<file path="config.mk">
export PLATFORM = sky130hd
export DESIGN_NAME = sync_serial_rx
export DESIGN_NICKNAME = d
export VERILOG_FILES = /design/src/rtl/sserx_pkg.sv /design/src/rtl/sserx_sync.sv /design/src/rtl/sserx_shifter.sv /design/src/rtl/sserx_fifo.sv /design/src/rtl/sync_serial_rx.sv
export SDC_FILE = /design/constraint.sdc
export NUM_CORES = 1
export LEC_CHECK = 0
export ABC_AREA = 1
export CORE_AREA = 2 2 117 119
export CTS_CLUSTER_DIAMETER = 50
export DETAILED_ROUTE_END_ITERATION = 8
export DIE_AREA = 0 0 119 121
export PLACE_DENSITY = 0.75
export SYNTH_ARGS = -nofsm -noshare
export SYNTH_HDL_FRONTEND = slang
export SYNTH_HIERARCHICAL = 1
export SYNTH_SLANG_ARGS = --single-unit
</file>
<file path="constraint.sdc">
create_clock -name clk -period 2.4 [get_ports clk]
set_input_delay 0.48 -clock clk [delete_from_list [all_inputs] [get_ports clk]]
set_output_delay 0.48 -clock clk [all_outputs]
set_load 0.005 [all_outputs]
</file>
<file path="src/rtl/sserx_pkg.sv">
// Package sserx_pkg
// Holds the shared frame width and the encoding of the threshold selector.
// Assumes frames are a whole byte.
package sserx_pkg;
    localparam int FRAME_BITS = 8;

    typedef logic [FRAME_BITS-1:0] frame_t;

    typedef enum logic [1:0] {
        TRIG_ONE      = 2'd0,
        TRIG_FOUR     = 2'd1,
        TRIG_EIGHT    = 2'd2,
        TRIG_FOURTEEN = 2'd3
    } trig_sel_e;
endpackage

</file>
<file path="src/rtl/sserx_sync.sv">
// Module sserx_sync
// A bank of multi-stage synchronizers, one per input bit. It brings
// asynchronous signals into the clk domain. It assumes each input level
// is held long enough to be seen by the first stage.
module sserx_sync #(
    parameter int WIDTH  = 2,
    parameter int STAGES = 2
) (
    input  logic             clk,
    input  logic             rst_n,
    input  logic [WIDTH-1:0] async_i,
    output logic [WIDTH-1:0] sync_o
);
    logic [WIDTH-1:0] stage_q [STAGES];

    // Purpose: the first stage samples the raw inputs.
    always_ff @(posedge clk) begin
        if (!rst_n) stage_q[0] <= '0;
        else        stage_q[0] <= async_i;
    end

    generate
        for (genvar g = 1; g < STAGES; g++) begin : g_stage
            // Purpose: each later stage re-times the stage before it.
            always_ff @(posedge clk) begin
                if (!rst_n) stage_q[g] <= '0;
                else        stage_q[g] <= stage_q[g-1];
            end
        end
    endgenerate

    assign sync_o = stage_q[STAGES-1];
endmodule

</file>
<file path="src/rtl/sserx_shifter.sv">
// Module sserx_shifter
// Collects serial bits LSB first and flags the completion of a frame.
// It assumes bit_stb_i is a single-cycle strobe per serial clock rise.
// While hold_i is set, strobes are ignored. While en_i is clear, the
// partial frame is dropped.
module sserx_shifter #(
    parameter int BITS = 8
) (
    input  logic            clk,
    input  logic            rst_n,
    input  logic            en_i,
    input  logic            hold_i,
    input  logic            bit_stb_i,
    input  logic            bit_i,
    output logic            done_o,
    output logic [BITS-1:0] data_o
);
    localparam int CW = $clog2(BITS);
    localparam logic [CW-1:0] LAST = CW'(BITS - 1);

    logic [CW-1:0]   cnt_q;
    logic [BITS-1:0] sr_q;
    logic            take;

    assign take = en_i && bit_stb_i && !hold_i;

    // Purpose: shift in one bit per accepted strobe and count the bits.
    always_ff @(posedge clk) begin
        if (!rst_n || !en_i) begin
            cnt_q <= '0;
            sr_q  <= '0;
        end else if (take) begin
            sr_q  <= {bit_i, sr_q[BITS-1:1]};
            cnt_q <= (cnt_q == LAST) ? '0 : cnt_q + 1'b1;
        end
    end

    // Purpose: report a finished frame together with its assembled byte.
    always_comb begin
        done_o = take && (cnt_q == LAST);
        data_o = {bit_i, sr_q[BITS-1:1]};
    end

    p_frozen_r5: assert property (@(posedge clk) disable iff (!rst_n)
        (en_i && hold_i) |=> ($stable(cnt_q) && $stable(sr_q)));

    p_disable_clears_r10: assert property (@(posedge clk) disable iff (!rst_n)
        !en_i |=> (cnt_q == '0 && sr_q == '0));
endmodule

</file>
<file path="src/rtl/sserx_fifo.sv">
// Module sserx_fifo
// A first-word-fall-through FIFO with an occupancy count. A push when
// full and a pop when empty are ignored, and flush empties the FIFO.
// It assumes the caller checks full_o before pushing.
module sserx_fifo #(
    parameter int WIDTH = 8,
    parameter int DEPTH = 16
) (
    input  logic                     clk,
    input  logic                     rst_n,
    input  logic                     flush_i,
    input  logic                     push_i,
    input  logic [WIDTH-1:0]         push_data_i,
    input  logic                     pop_i,
    output logic [WIDTH-1:0]         head_o,
    output logic                     full_o,
    output logic                     empty_o,
    output logic [$clog2(DEPTH):0]   count_o
);
    localparam int AW = $clog2(DEPTH);
    localparam int CW = AW + 1;
    localparam logic [AW-1:0] PTR_LAST = AW'(DEPTH - 1);
    localparam logic [CW-1:0] CNT_FULL = CW'(DEPTH);

    logic [WIDTH-1:0] mem [DEPTH];
    logic [AW-1:0]    wr_ptr_q, rd_ptr_q;
    logic [CW-1:0]    cnt_q;
    logic             do_push, do_pop;

    // Purpose: qualify the requests against the occupancy.
    always_comb begin
        full_o  = (cnt_q == CNT_FULL);
        empty_o = (cnt_q == '0);
        do_push = push_i && !full_o;
        do_pop  = pop_i && !empty_o;
    end

    // Purpose: store the pushed byte at the write pointer.
    always_ff @(posedge clk) begin
        if (do_push) mem[wr_ptr_q] <= push_data_i;
    end

    // Purpose: advance the pointers and track the occupancy.
    always_ff @(posedge clk) begin
        if (!rst_n || flush_i) begin
            wr_ptr_q <= '0;
            rd_ptr_q <= '0;
            cnt_q    <= '0;
        end else begin
            if (do_push) wr_ptr_q <= (wr_ptr_q == PTR_LAST) ? '0 : wr_ptr_q + 1'b1;
            if (do_pop)  rd_ptr_q <= (rd_ptr_q == PTR_LAST) ? '0 : rd_ptr_q + 1'b1;
            case ({do_push, do_pop})
                2'b10:   cnt_q <= cnt_q + 1'b1;
                2'b01:   cnt_q <= cnt_q - 1'b1;
                default: cnt_q <= cnt_q;
            endcase
        end
    end

    assign head_o  = mem[rd_ptr_q];
    assign count_o = cnt_q;

    p_no_overflow_r4: assert property (@(posedge clk) disable iff (!rst_n)
        push_i |-> !full_o);

    p_count_bound_r3: assert property (@(posedge clk) disable iff (!rst_n)
        cnt_q <= CNT_FULL);
endmodule

</file>
<file path="src/rtl/sync_serial_rx.sv">
// Module sync_serial_rx
// The top of the clocked serial receive path. It synchronizes the line,
// finds serial clock rises, assembles frames, and writes them to the FIFO
// or flags an overrun. It keeps the ready and overrun flags and forms the
// two interrupt requests. It assumes the serial clock is much slower than
// clk and that rd_i is not pulsed in the cycle a frame completes.
module sync_serial_rx #(
    parameter int FIFO_DEPTH  = 16,
    parameter int SYNC_STAGES = 2
) (
    input  logic                        clk,
    input  logic                        rst_n,
    input  logic                        ser_clk_i,
    input  logic                        ser_data_i,
    input  logic                        rx_en_i,
    input  logic                        rx_ie_i,
    input  logic                        err_ie_i,
    input  logic [1:0]                  trig_sel_i,
    input  logic                        rd_i,
    input  logic                        ready_clr_i,
    input  logic                        ovr_clr_i,
    input  logic                        fifo_rst_i,
    output logic [7:0]                  rd_data_o,
    output logic [$clog2(FIFO_DEPTH):0] fifo_count_o,
    output logic                        ready_o,
    output logic                        overrun_o,
    output logic                        rx_irq_o,
    output logic                        brk_irq_o
);
    import sserx_pkg::*;

    localparam int CW = $clog2(FIFO_DEPTH) + 1;

    logic [1:0]    line_s;
    logic          sclk_s, sdat_s, sclk_prev_q;
    logic          bit_stb;
    logic          frame_done;
    frame_t        frame_data;
    logic          fifo_full, fifo_empty, fifo_push;
    logic [CW-1:0] trig_lvl;
    logic [CW-1:0] cnt_next;
    logic          ready_q, ovr_q;

    sserx_sync #(.WIDTH(2), .STAGES(SYNC_STAGES)) u_sync (
        .clk     (clk),
        .rst_n   (rst_n),
        .async_i ({ser_clk_i, ser_data_i}),
        .sync_o  (line_s)
    );

    assign sclk_s = line_s[1];
    assign sdat_s = line_s[0];

    // Purpose: remember the previous synchronized clock level for edge detection.
    always_ff @(posedge clk) begin
        if (!rst_n) sclk_prev_q <= 1'b0;
        else        sclk_prev_q <= sclk_s;
    end

    assign bit_stb = sclk_s && !sclk_prev_q;

    sserx_shifter #(.BITS(FRAME_BITS)) u_shift (
        .clk       (clk),
        .rst_n     (rst_n),
        .en_i      (rx_en_i),
        .hold_i    (ovr_q),
        .bit_stb_i (bit_stb),
        .bit_i     (sdat_s),
        .done_o    (frame_done),
        .data_o    (frame_data)
    );

    assign fifo_push = frame_done && !fifo_full;

    sserx_fifo #(.WIDTH(FRAME_BITS), .DEPTH(FIFO_DEPTH)) u_fifo (
        .clk         (clk),
        .rst_n       (rst_n),
        .flush_i     (fifo_rst_i),
        .push_i      (fifo_push),
        .push_data_i (frame_data),
        .pop_i       (rd_i),
        .head_o      (rd_data_o),
        .full_o      (fifo_full),
        .empty_o     (fifo_empty),
        .count_o     (fifo_count_o)
    );

    // Purpose: decode the threshold selector into a FIFO count.
    always_comb begin
        case (trig_sel_e'(trig_sel_i))
            TRIG_ONE:      trig_lvl = CW'(1);
            TRIG_FOUR:     trig_lvl = CW'(4);
            TRIG_EIGHT:    trig_lvl = CW'(8);
            default:       trig_lvl = CW'(14);
        endcase
        cnt_next = fifo_count_o + 1'b1;
    end

    // Purpose: set ready when a write reaches the threshold, clear on request.
    always_ff @(posedge clk) begin
        if (!rst_n)                              ready_q <= 1'b0;
        else if (fifo_push && cnt_next >= trig_lvl) ready_q <= 1'b1;
        else if (ready_clr_i)                    ready_q <= 1'b0;
    end

    // Purpose: set overrun when a frame meets a full FIFO, clear on request.
    always_ff @(posedge clk) begin
        if (!rst_n)                      ovr_q <= 1'b0;
        else if (frame_done && fifo_full) ovr_q <= 1'b1;
        else if (ovr_clr_i)              ovr_q <= 1'b0;
    end

    // Purpose: drive the flags and the interrupt requests.
    always_comb begin
        ready_o   = ready_q;
        overrun_o = ovr_q;
        rx_irq_o  = ready_q && rx_ie_i;
        brk_irq_o = ovr_q && (rx_ie_i || err_ie_i);
    end

    p_ovr_on_full_r4: assert property (@(posedge clk) disable iff (!rst_n)
        (frame_done && fifo_full) |=> overrun_o);

    p_discard_r4: assert property (@(posedge clk) disable iff (!rst_n)
        (frame_done && fifo_full && !rd_i && !fifo_rst_i) |=> $stable(fifo_count_o));

    p_ready_at_trig_r6: assert property (@(posedge clk) disable iff (!rst_n)
        (fifo_push && cnt_next >= trig_lvl) |=> ready_o);

    p_read_nonempty_r3: assert property (@(posedge clk) disable iff (!rst_n)
        (rd_i && !fifo_empty && !frame_done && !fifo_rst_i)
            |=> (fifo_count_o == $past(fifo_count_o) - 1'b1));
endmodule

</file>
---- Word-level counts from Yosys, hierarchy flattened ----
Memories as Yosys holds them, arrays and structs flattened. A register that Yosys moved wholly into a read port is not among the register bits.
Cells that the tools add are included.
cells by class
  add/sub/neg operators ................... 5
  $lt $le $gt $ge ......................... 1
  eq/ne operators ......................... 8
  mux-type cells .......................... 17
  bitwise gates (word level) .............. 2
  reductions and logical operators ........ 25
operators by type and width
  operator                                                             number
  4-bit two-way mux                                                    4
  4-bit case mux with 3 select lines                                   1
  1-bit logical AND                                                    11
  5-bit case mux with 2 select lines                                   1
  4-bit by 1-bit adder with 4-bit output (second input constant)       2
  4-bit == test (second input constant)                                2
  1-bit two-way mux                                                    8
  1-bit zero test                                                      6
  2-bit nonzero test                                                   3
  5-bit by 1-bit adder with 5-bit output (second input constant)       1
  5-bit == test (second input constant)                                1
  5-bit >= comparator                                                  1
  5-bit zero test                                                      1
  5-bit by 1-bit subtractor with 5-bit output (second input constant)  1
  2-bit by 1-bit == test with 1-bit output (second input constant)     2
  2-bit == test (second input constant)                                2
  2-bit two-way mux                                                    2
  3-bit by 1-bit adder with 3-bit output (second input constant)       1
  3-bit == test (second input constant)                                1
  1-bit logical OR                                                     3
  3-bit two-way mux                                                    1
  2-bit zero test                                                      1
  1-bit bitwise OR                                                     2
storage, ports and cells
  register bits ........................... 27
  bits in writable memories ............... 132
  input bits .............................. 13
  output and inout port bits .............. 17
  word-level logic and storage cells ...... 68
  memories ................................ 2
memories
  memory          depth  width  read ports  clocked after memory_dff  wr ports  RTL line          text
  u_fifo.mem      16     8      1           1                         1         sserx_fifo.sv:25  logic [WIDTH-1:0] mem [DEPTH];
  u_sync.stage_q  2      2      2           0                         2         sserx_sync.sv:14  logic [WIDTH-1:0] stage_q [STAGES];

---- Longest topological paths before layout ----
Gate-level depths: netlist of the first run.
  depth in word-level cells ............... 9
  depth in mapped cells ................... 20
  depth with buffers taken out ............ 20

---- By module ----
Netlist of the first run, hierarchy kept.
modules (own cells, without submodules)
  module          instances  cells an instance  area each (um2)  seq. area each (um2)
  sserx_fifo      1          551                6222.2           4184.0
  sserx_shifter   1          75                 490.5            200.2
  sync_serial_rx  1          47                 324.1            60.1
  sserx_sync      1          12                 110.1            80.1

---- Least setup slack after synthesis of the first run ----
Ideal clock, no wire load.
  kind .................................... register to register
  start point ............................. reg u_shift.cnt_q[0]
  end point ............................... mem u_fifo.mem[7][0] (enable)
  library setup time ...................... 0.383 ns
  data arrival time ....................... 1.980 ns
  required time ........................... 2.017 ns
  setup slack ............................. 0.037 ns
  stages on the path, launching flop included .. 11
  path buffers ............................ 0
  period minus slack after synthesis ...... 2.363 ns
  cell sequence ........................... dfxtp_1 ha_1 ha_1 inv_1 nor3_1 inv_1 nor2_8 nand2_2 inv_2 nand2_2 nor3_1
between the ends
  longest elaborated chain between the ends .. 6
RTL lines
  what                                     RTL line              text
  start: declaration                       sserx_shifter.sv:21   logic [CW-1:0] cnt_q;
  start signal: assignment                 sserx_shifter.sv:34   cnt_q <= (cnt_q == LAST) ? '0 : cnt_q + 1'b1;
  3-bit == test                            sserx_shifter.sv:40   done_o = take && (cnt_q == LAST);
  1-bit logical AND                        sserx_shifter.sv:40
  named net frame_done                     sync_serial_rx.sv:37  logic frame_done;
  1-bit logical AND                        sync_serial_rx.sv:73  assign fifo_push = frame_done && !fifo_full;
  named net fifo_push                      sync_serial_rx.sv:39  logic fifo_full, fifo_empty, fifo_push;
  1-bit logical AND                        sserx_fifo.sv:34      do_push = push_i && !full_o;
  1-bit two-way mux                        sserx_fifo.sv:40      if (do_push) mem[wr_ptr_q] <= push_data_i;
  1-bit two-way mux (not written as such)  sserx_fifo.sv:40
  end: declaration                         sserx_fifo.sv:25
The timed path passes the listed nets, and every way through them passes these cells.

==> impl_summary.log, run 1 <==
INFO  metric max-clock-path-buffers = 2
INFO  metric timing.fmax = 420 MHz
INFO  metric route.final.wire_length = 15900 um
INFO  metric cts_inserted_buffers = 17
INFO  metric slew_headroom = 0.455
INFO  metric worstPathCellList = buf_4 > o211ai_1 > nand3_1 > nand3_1 > nand2_1 > dlygate4sd2_1
INFO  metric yosys_warn_count = 6
INFO  metric cp_slowest_stage_delay = 410 ps
INFO  metric layout_common_cells = 128 x edfxtp_1, 115 x nand2_1, 113 x inv_1
INFO  metric worst_skew_pair_latency = 430 ps
INFO  metric multi_input_gate_area_in_the_final_layout = 0.00210 mm^2
INFO  metric place_congestion = 0.837
INFO  metric area.sequential = 0.00453 mm^2
INFO  metric avgRoutedWirePerCell = 16.8 um
INFO  metric grt_first_pass_wirelength = 24800 um
INFO  metric drv_cap = 0
INFO  metric crit_buf_inv = 2
INFO  metric routed_via_count_divided_by_cell_count = 5.34
INFO  metric irDropWorstVdd = 0.373 mV
INFO  metric postLayoutCoreUtil = 0.670
INFO  metric h-tree-depth = 4
INFO  metric unrepaired_setup_endpoints_after_global_routing = true
INFO  metric first_global_vias = 4838
INFO  metric path_common_cell = nand3_1
INFO  metric clkSlewWorstSetupHoldPaths = 60 ps
INFO  metric report.final.slew_viol_count = 0
INFO  metric critical_path.top_delay_family = buffers and inverters
INFO  metric antenna_found_initial = 0
INFO  metric critPathCaptureType = output pin
INFO  metric dieHeight = 121 um
INFO  metric layout-drive-gt1-share = 0.172
INFO  metric drtAntennaViolNets = 0
INFO  metric grt_start_max_net_pins = 42
INFO  metric grtUsageTotal = 0.230
INFO  metric syn-num-nets = 712
INFO  metric critical_path_start_type = flip-flop
INFO  metric postSynthAreaPerCell = 10.4 um^2
INFO  metric numPortBuffers = 29
INFO  metric synth_cells = 684
INFO  metric placed_cells = 901
INFO  metric layout.cells.non_filler = 948
INFO  metric floorplan.initialDensity = 0.546
INFO  metric dieArea = 0.0144 mm^2
INFO  metric vias = 5065
INFO  metric detail_placement_hpwl = 9540 um
INFO  metric outcome = completed
INFO  metric initialDrtViolationCount = 562
INFO  metric finalHoldViolations = 0
INFO  metric cp.required = 1920 ps
INFO  metric fin_crit_sh = 0.992
INFO  metric drtPass1Iterations = 5
INFO  metric die_w = 119 um
INFO  metric clkSinkCount = 162
INFO  metric timing.hold.worst.class = flip-flop to flip-flop
INFO  metric fin_tns_setup = 0 ps
INFO  metric layout_min_cycle_time = 2380 ps
INFO  metric antenna_cells = 0
INFO  metric clock-root-buffer = clkbuf_16
INFO  metric finalSetupViolations = 0
INFO  metric finish.net_count = 787
INFO  metric data_arrival_time_of_the_critical_path = 1900 ps
INFO  metric power_density = 682 mW/mm^2
INFO  metric worst-path-max-fanout = 8
INFO  metric clock_tree_from_tritoncts = yes
INFO  metric most_frequent_standard_cell_in_the_layout_excluding_fill_and_tap_cells = edfxtp_1
INFO  metric fillCellCount = 952
INFO  metric core_region_area = 0.0131 mm^2
INFO  metric path_class = flip-flop to output pin
INFO  metric mapped_cell_area = 0.00714 mm^2
INFO  metric crit_slowest_cell = dfxtp_4
INFO  metric boundaryPins = 30
INFO  metric clock_skew = 7.58 ps
INFO  metric cellLeakagePower = 3.45 nW
INFO  metric area.growth.synth_to_final = 22.7%
INFO  metric grt_overflow_total = 0
INFO  metric floorplan.rows = 42
INFO  metric worst_pin_slew = 817 ps
INFO  metric remaining_drc_errors = 0
## timing repair
item,4_1_cts,5_1_grt
gates resized for setup,21,35
endpoints found under the setup margin,10,13
pin swaps,6,8
hold buffers,0,0
setup buffers,3,8
gates cloned,2,2
## final timing paths
kind              cells past startpoint                  from                end  slack [ps]
hold / removal                        2  u_sync/stage_q[1][1]        sclk_prev_q         430
setup reg to reg                     16      u_shift/cnt_q[1]  u_fifo/count_o[2]         220
hold reg to reg                       2  u_sync/stage_q[1][1]        sclk_prev_q         430
setup / recovery                      6             flip-flop       rd_data_o[4]          20
## final cells by class
type / instances / area share
well taps: 176 / 0.0251
clock inverters: 15 / 0.0244
clock buffers: 17 / 0.0486
flip-flops and latches: 162 / 0.517
inverters: 117 / 0.0505
repair buffers: 83 / 0.0944
multi-input cells: 378 / 0.239
## power breakdown
part	switching [W]	internal, W	leakage, nW
registers	0.0000211	0.00301	1.59
clock network	0.00105	0.00183	0.294
logic	0.0000336	0.0000334	1.57
total	0.00110	0.00487	3.45
## state kept, by name (all words and copies together), names as in the netlist, 3 cells and up, named ones only
name	cells
u_fifo/mem	128
u_sync/stage_q	4
u_shift/sr_q	7
u_fifo/wr_ptr_q	4
u_shift/cnt_q	3
u_fifo/count_o	5
u_fifo/rd_ptr_q	4
## metal layers
metal  GRT usage  share of wire
met1       0.279           0.41
met2       0.390           0.51
met3      0.0634          0.057
met4      0.0893          0.020
met5           0              0
## tightest hold or removal path: cells and delay by family (launching register included)
family	cells	cell delay, ps
DFF	1	310
buffers and inverters	1	30
and+or+nand+nor	1	50
## through the flow
step	instance area, um^2	setup slack [ps]	total power [W]	hold slack (ps)
after detailed placement	7840	-332	0.00316	417
final	8760	18.0	0.00598	426
after CTS	8590	-185	0.00602	430
after global routing	8760	-48.3	0.00614	438
after floorplan	7140	37.0	0.00311	386
after global placement	7840	-272	0.00315	399
Power figures use the tool's default switching activity.
==> run 2: changes to the inputs <==
ABC_AREA = 0   (was 1)
CORE_AREA = 2 2 115 117   (was 2 2 117 119)
DIE_AREA = 0 0 117 119   (was 0 0 119 121)
PLACE_DENSITY = 0.74   (was 0.75)
==> run 2 against run 1 <==
Compared with the run above:
- area after synthesis down 5.4%
- sequential share of layout area up 4.5 points
- largest power group unchanged
- highest routed layer unchanged
- worst hold slack better by 10 ps
- design area down 8.0%
- the flow now finishes with violations (setup timing)
- register-to-register slack worse by 360 ps
- critical endpoint is now rd_data_o[1]
- critical path depth down 1
- largest cell class unchanged
- synthesized cell count down 43%
- power down 5.5%
==> impl_summary.log, run 2 <==
INFO  metric floorplan.rows = 42 (unchanged)
INFO  metric path_class = flip-flop to output pin (unchanged)
INFO  metric worst_skew_pair_latency = 420 ps (was 430 ps)
INFO  metric largest_register_ffs = 128 (unchanged)
INFO  metric synth_cells = 388 (was 684)
INFO  metric first_global_vias = 3885 (was 4838)
INFO  metric postSynthAreaPerCell = 17.4 um^2 (was 10.4 um^2)
INFO  metric worstPathCellList = buf_6 > buf_12 > mux4_2 > mux4_2 > buf_6 (was buf_4 > o211ai_1 > nand3_1 > nand3_1 > nand2_1 > dlygate4sd2_1)
INFO  metric report.final.slew_viol_count = 0 (unchanged)
INFO  metric violations = setup timing
INFO  metric cellLeakagePower = 2.71 nW (was 3.45 nW)
INFO  metric global_route_met3_utilization = 0.0453 (was 0.0634)
INFO  metric die_w = 117 um (was 119 um)
INFO  metric h-tree-depth = 4 (unchanged)
INFO  metric fin_crit_sh = 1.12 (was 0.992)
INFO  metric worst_pin_slew = 610 ps (was 817 ps)
INFO  metric route.final.wire_length = 13600 um (was 15900 um)
INFO  metric outcome = finished, violations left (was completed)
INFO  metric dieHeight = 119 um (was 121 um)
INFO  metric avgRoutedWirePerCell = 20.8 um (was 16.8 um)
INFO  metric finalHoldViolations = 0 (unchanged)
INFO  metric grt.busiest_layer = met2 (unchanged)
INFO  metric grt_first_pass_wirelength = 21400 um (was 24800 um)
INFO  metric critPathCaptureType = output pin (unchanged)
INFO  metric power_density = 701 mW/mm^2 (was 682 mW/mm^2)
INFO  metric cp.required = 1920 ps (about the same)
INFO  metric cts_hold_buf = 0 (unchanged)
INFO  metric place_congestion = 0.803 (was 0.837)
INFO  metric drtAntennaViolNets = 0 (unchanged)
INFO  metric finalWorstSetupSlack = -290 ps (was 18.0 ps)
INFO  metric yosys_warn_count = 6 (unchanged)
INFO  metric met1_demand_to_capacity_share_in_global_routing = 0.266 (was 0.279)
INFO  metric antenna_found_initial = 0 (unchanged)
INFO  metric regToRegSetupSlack = -140 ps (was 220 ps)
INFO  metric layout_min_cycle_time = 2690 ps (was 2380 ps)
INFO  metric area.growth.synth_to_final = 19.2% (was 22.7%)
INFO  metric slew_headroom = 0.593 (was 0.455)
INFO  metric clock_tree_from_tritoncts = yes (unchanged)
INFO  metric drv_cap = 0 (unchanged)
INFO  metric antenna_cells = 0 (unchanged)
INFO  metric clock_skew = 7.04 ps (was 7.58 ps)
INFO  metric clkSlewWorstSetupHoldPaths = 60 ps (about the same)
INFO  metric boundaryPins = 30 (unchanged)
INFO  metric critical_path_start_type = flip-flop (unchanged)
INFO  metric remaining_drc_errors = 0 (unchanged)
INFO  metric unrepaired_setup_endpoints_after_global_routing = true (unchanged)
INFO  metric worst-path-max-fanout = 5 (was 8)
INFO  metric crit_buf_inv = 3 (was 2)
INFO  metric grtUsageTotal = 0.215 (was 0.230)
INFO  metric irDropWorstVdd = 0.453 mV (was 0.373 mV)
INFO  metric dpl_worst_slack = -444 ps (was -332 ps)
INFO  metric timing.fmax = 372 MHz (was 420 MHz)
INFO  metric core_region_area = 0.0129 mm^2 (was 0.0131 mm^2)
INFO  metric data_arrival_time_of_the_critical_path = 2210 ps (was 1900 ps)
INFO  metric cts_inserted_buffers = 17 (unchanged)
INFO  metric grt_start_max_net_pins = 33 (was 42)
INFO  metric regMostFlops = u_fifo/mem (unchanged)
INFO  metric clkSinkCount = 162 (unchanged)
INFO  metric critical_path.top_delay_family = multiplexers (was buffers and inverters)
INFO  metric most_frequent_standard_cell_in_the_layout_excluding_fill_and_tap_cells = edfxtp_1 (unchanged)
INFO  metric layout-drive-gt1-share = 0.318 (was 0.172)
INFO  metric vias = 3685 (was 5065)
INFO  metric finish.net_count = 493 (was 787)
INFO  metric max-clock-path-buffers = 2 (unchanged)
INFO  metric numPortBuffers = 29 (unchanged)
INFO  metric crit_slowest_cell = mux4_2 (was dfxtp_4)
INFO  metric layout_common_cells = 128 x edfxtp_1, 42 x buf_4, 39 x mux4_2 (was 128 x edfxtp_1, 115 x nand2_1, 113 x inv_1)
INFO  metric cp_slowest_stage_delay = 510 ps (was 410 ps)
INFO  metric fin_tns_setup = -2380 ps (was 0 ps)
INFO  metric dieArea = 0.0139 mm^2 (was 0.0144 mm^2)
INFO  metric postPlaceCellArea = 0.00749 mm^2 (was 0.00784 mm^2)
INFO  metric syn-num-nets = 416 (was 712)
INFO  metric initialDrtViolationCount = 288 (was 562)
INFO  metric grt_util_met2 = 0.374 (was 0.390)
INFO  metric routed_via_count_divided_by_cell_count = 5.63 (was 5.34)
INFO  metric floorplan.initialDensity = 0.525 (was 0.546)
INFO  metric total_non_filler_cell_area_in_the_finished_layout = 0.00806 mm^2 (was 0.00876 mm^2)
INFO  metric detail_placement_hpwl = 8180 um (was 9540 um)
INFO  metric timing.hold.worst.class = flip-flop to flip-flop (unchanged)
INFO  metric mapped_cell_area = 0.00676 mm^2 (was 0.00714 mm^2)
INFO  metric total_power = 0.00565 W (was 0.00598 W)
INFO  metric finalSetupViolations = 11 (was 0)
INFO  metric drtPass1Iterations = 4 (was 5)
INFO  metric clock-root-buffer = clkbuf_16 (unchanged)
INFO  metric grt_overflow_total = 0 (unchanged)
==> run 2: layer usage <==
metal  vias to the layer above  share of wire
li1                       1653              -
met1                      1861           0.39
met2                       152           0.53
met3                        19          0.062
met4                         0          0.017
met5                         -              0
==> run 2: path summary, 6_finish.rpt <==
kind,startpoint,to,cells after the start
setup / recovery,flip-flop,rd_data_o[1],5
hold reg to reg,u_sync/stage_q[0][0],u_sync/stage_q[1][0],1
setup reg to reg,u_fifo/count_o[1],u_fifo/count_o[4],11
hold / removal,u_sync/stage_q[0][0],u_sync/stage_q[1][0],1
==> run 2: what timing repair did <==
action / in CTS / in global routing
pin swaps: 7 / 3
gates cloned: 3 / 0
setup buffers: 10 / 0
resized for setup: 56 / 10
endpoints found under the hold margin: 0 / 0
setup endpoints to repair: 11 / 19
==> run 2: per-stage QoR <==
stage               cells  hold slack (ps)   util
detailed placement    614              421  0.582
floorplan             388              406      -
global placement      614              415  0.582
CTS                   659              436  0.635
finish                654              436  0.626
global route          654              466  0.626
==> run 2: layout make-up <==
type | instances | area (um^2)
Multi-Input combinational cell | 197 | 2010
Clock inverter | 15 | 148
Sequential cell | 162 | 4530
Inverter | 9 | 36.3
Timing Repair Buffer | 78 | 692
Tap cell | 176 | 220
Clock buffer | 17 | 425
Fill cell | 915 | 4820
==> run 2: report_power, final <==
part	internal, W	leakage, nW	switching [W]
Combinational	0.0000290	1.01	0.0000239
Sequential	0.00299	1.42	0.00000421
Clock	0.00146	0.275	0.00115
Total	0.00448	2.71	0.00118
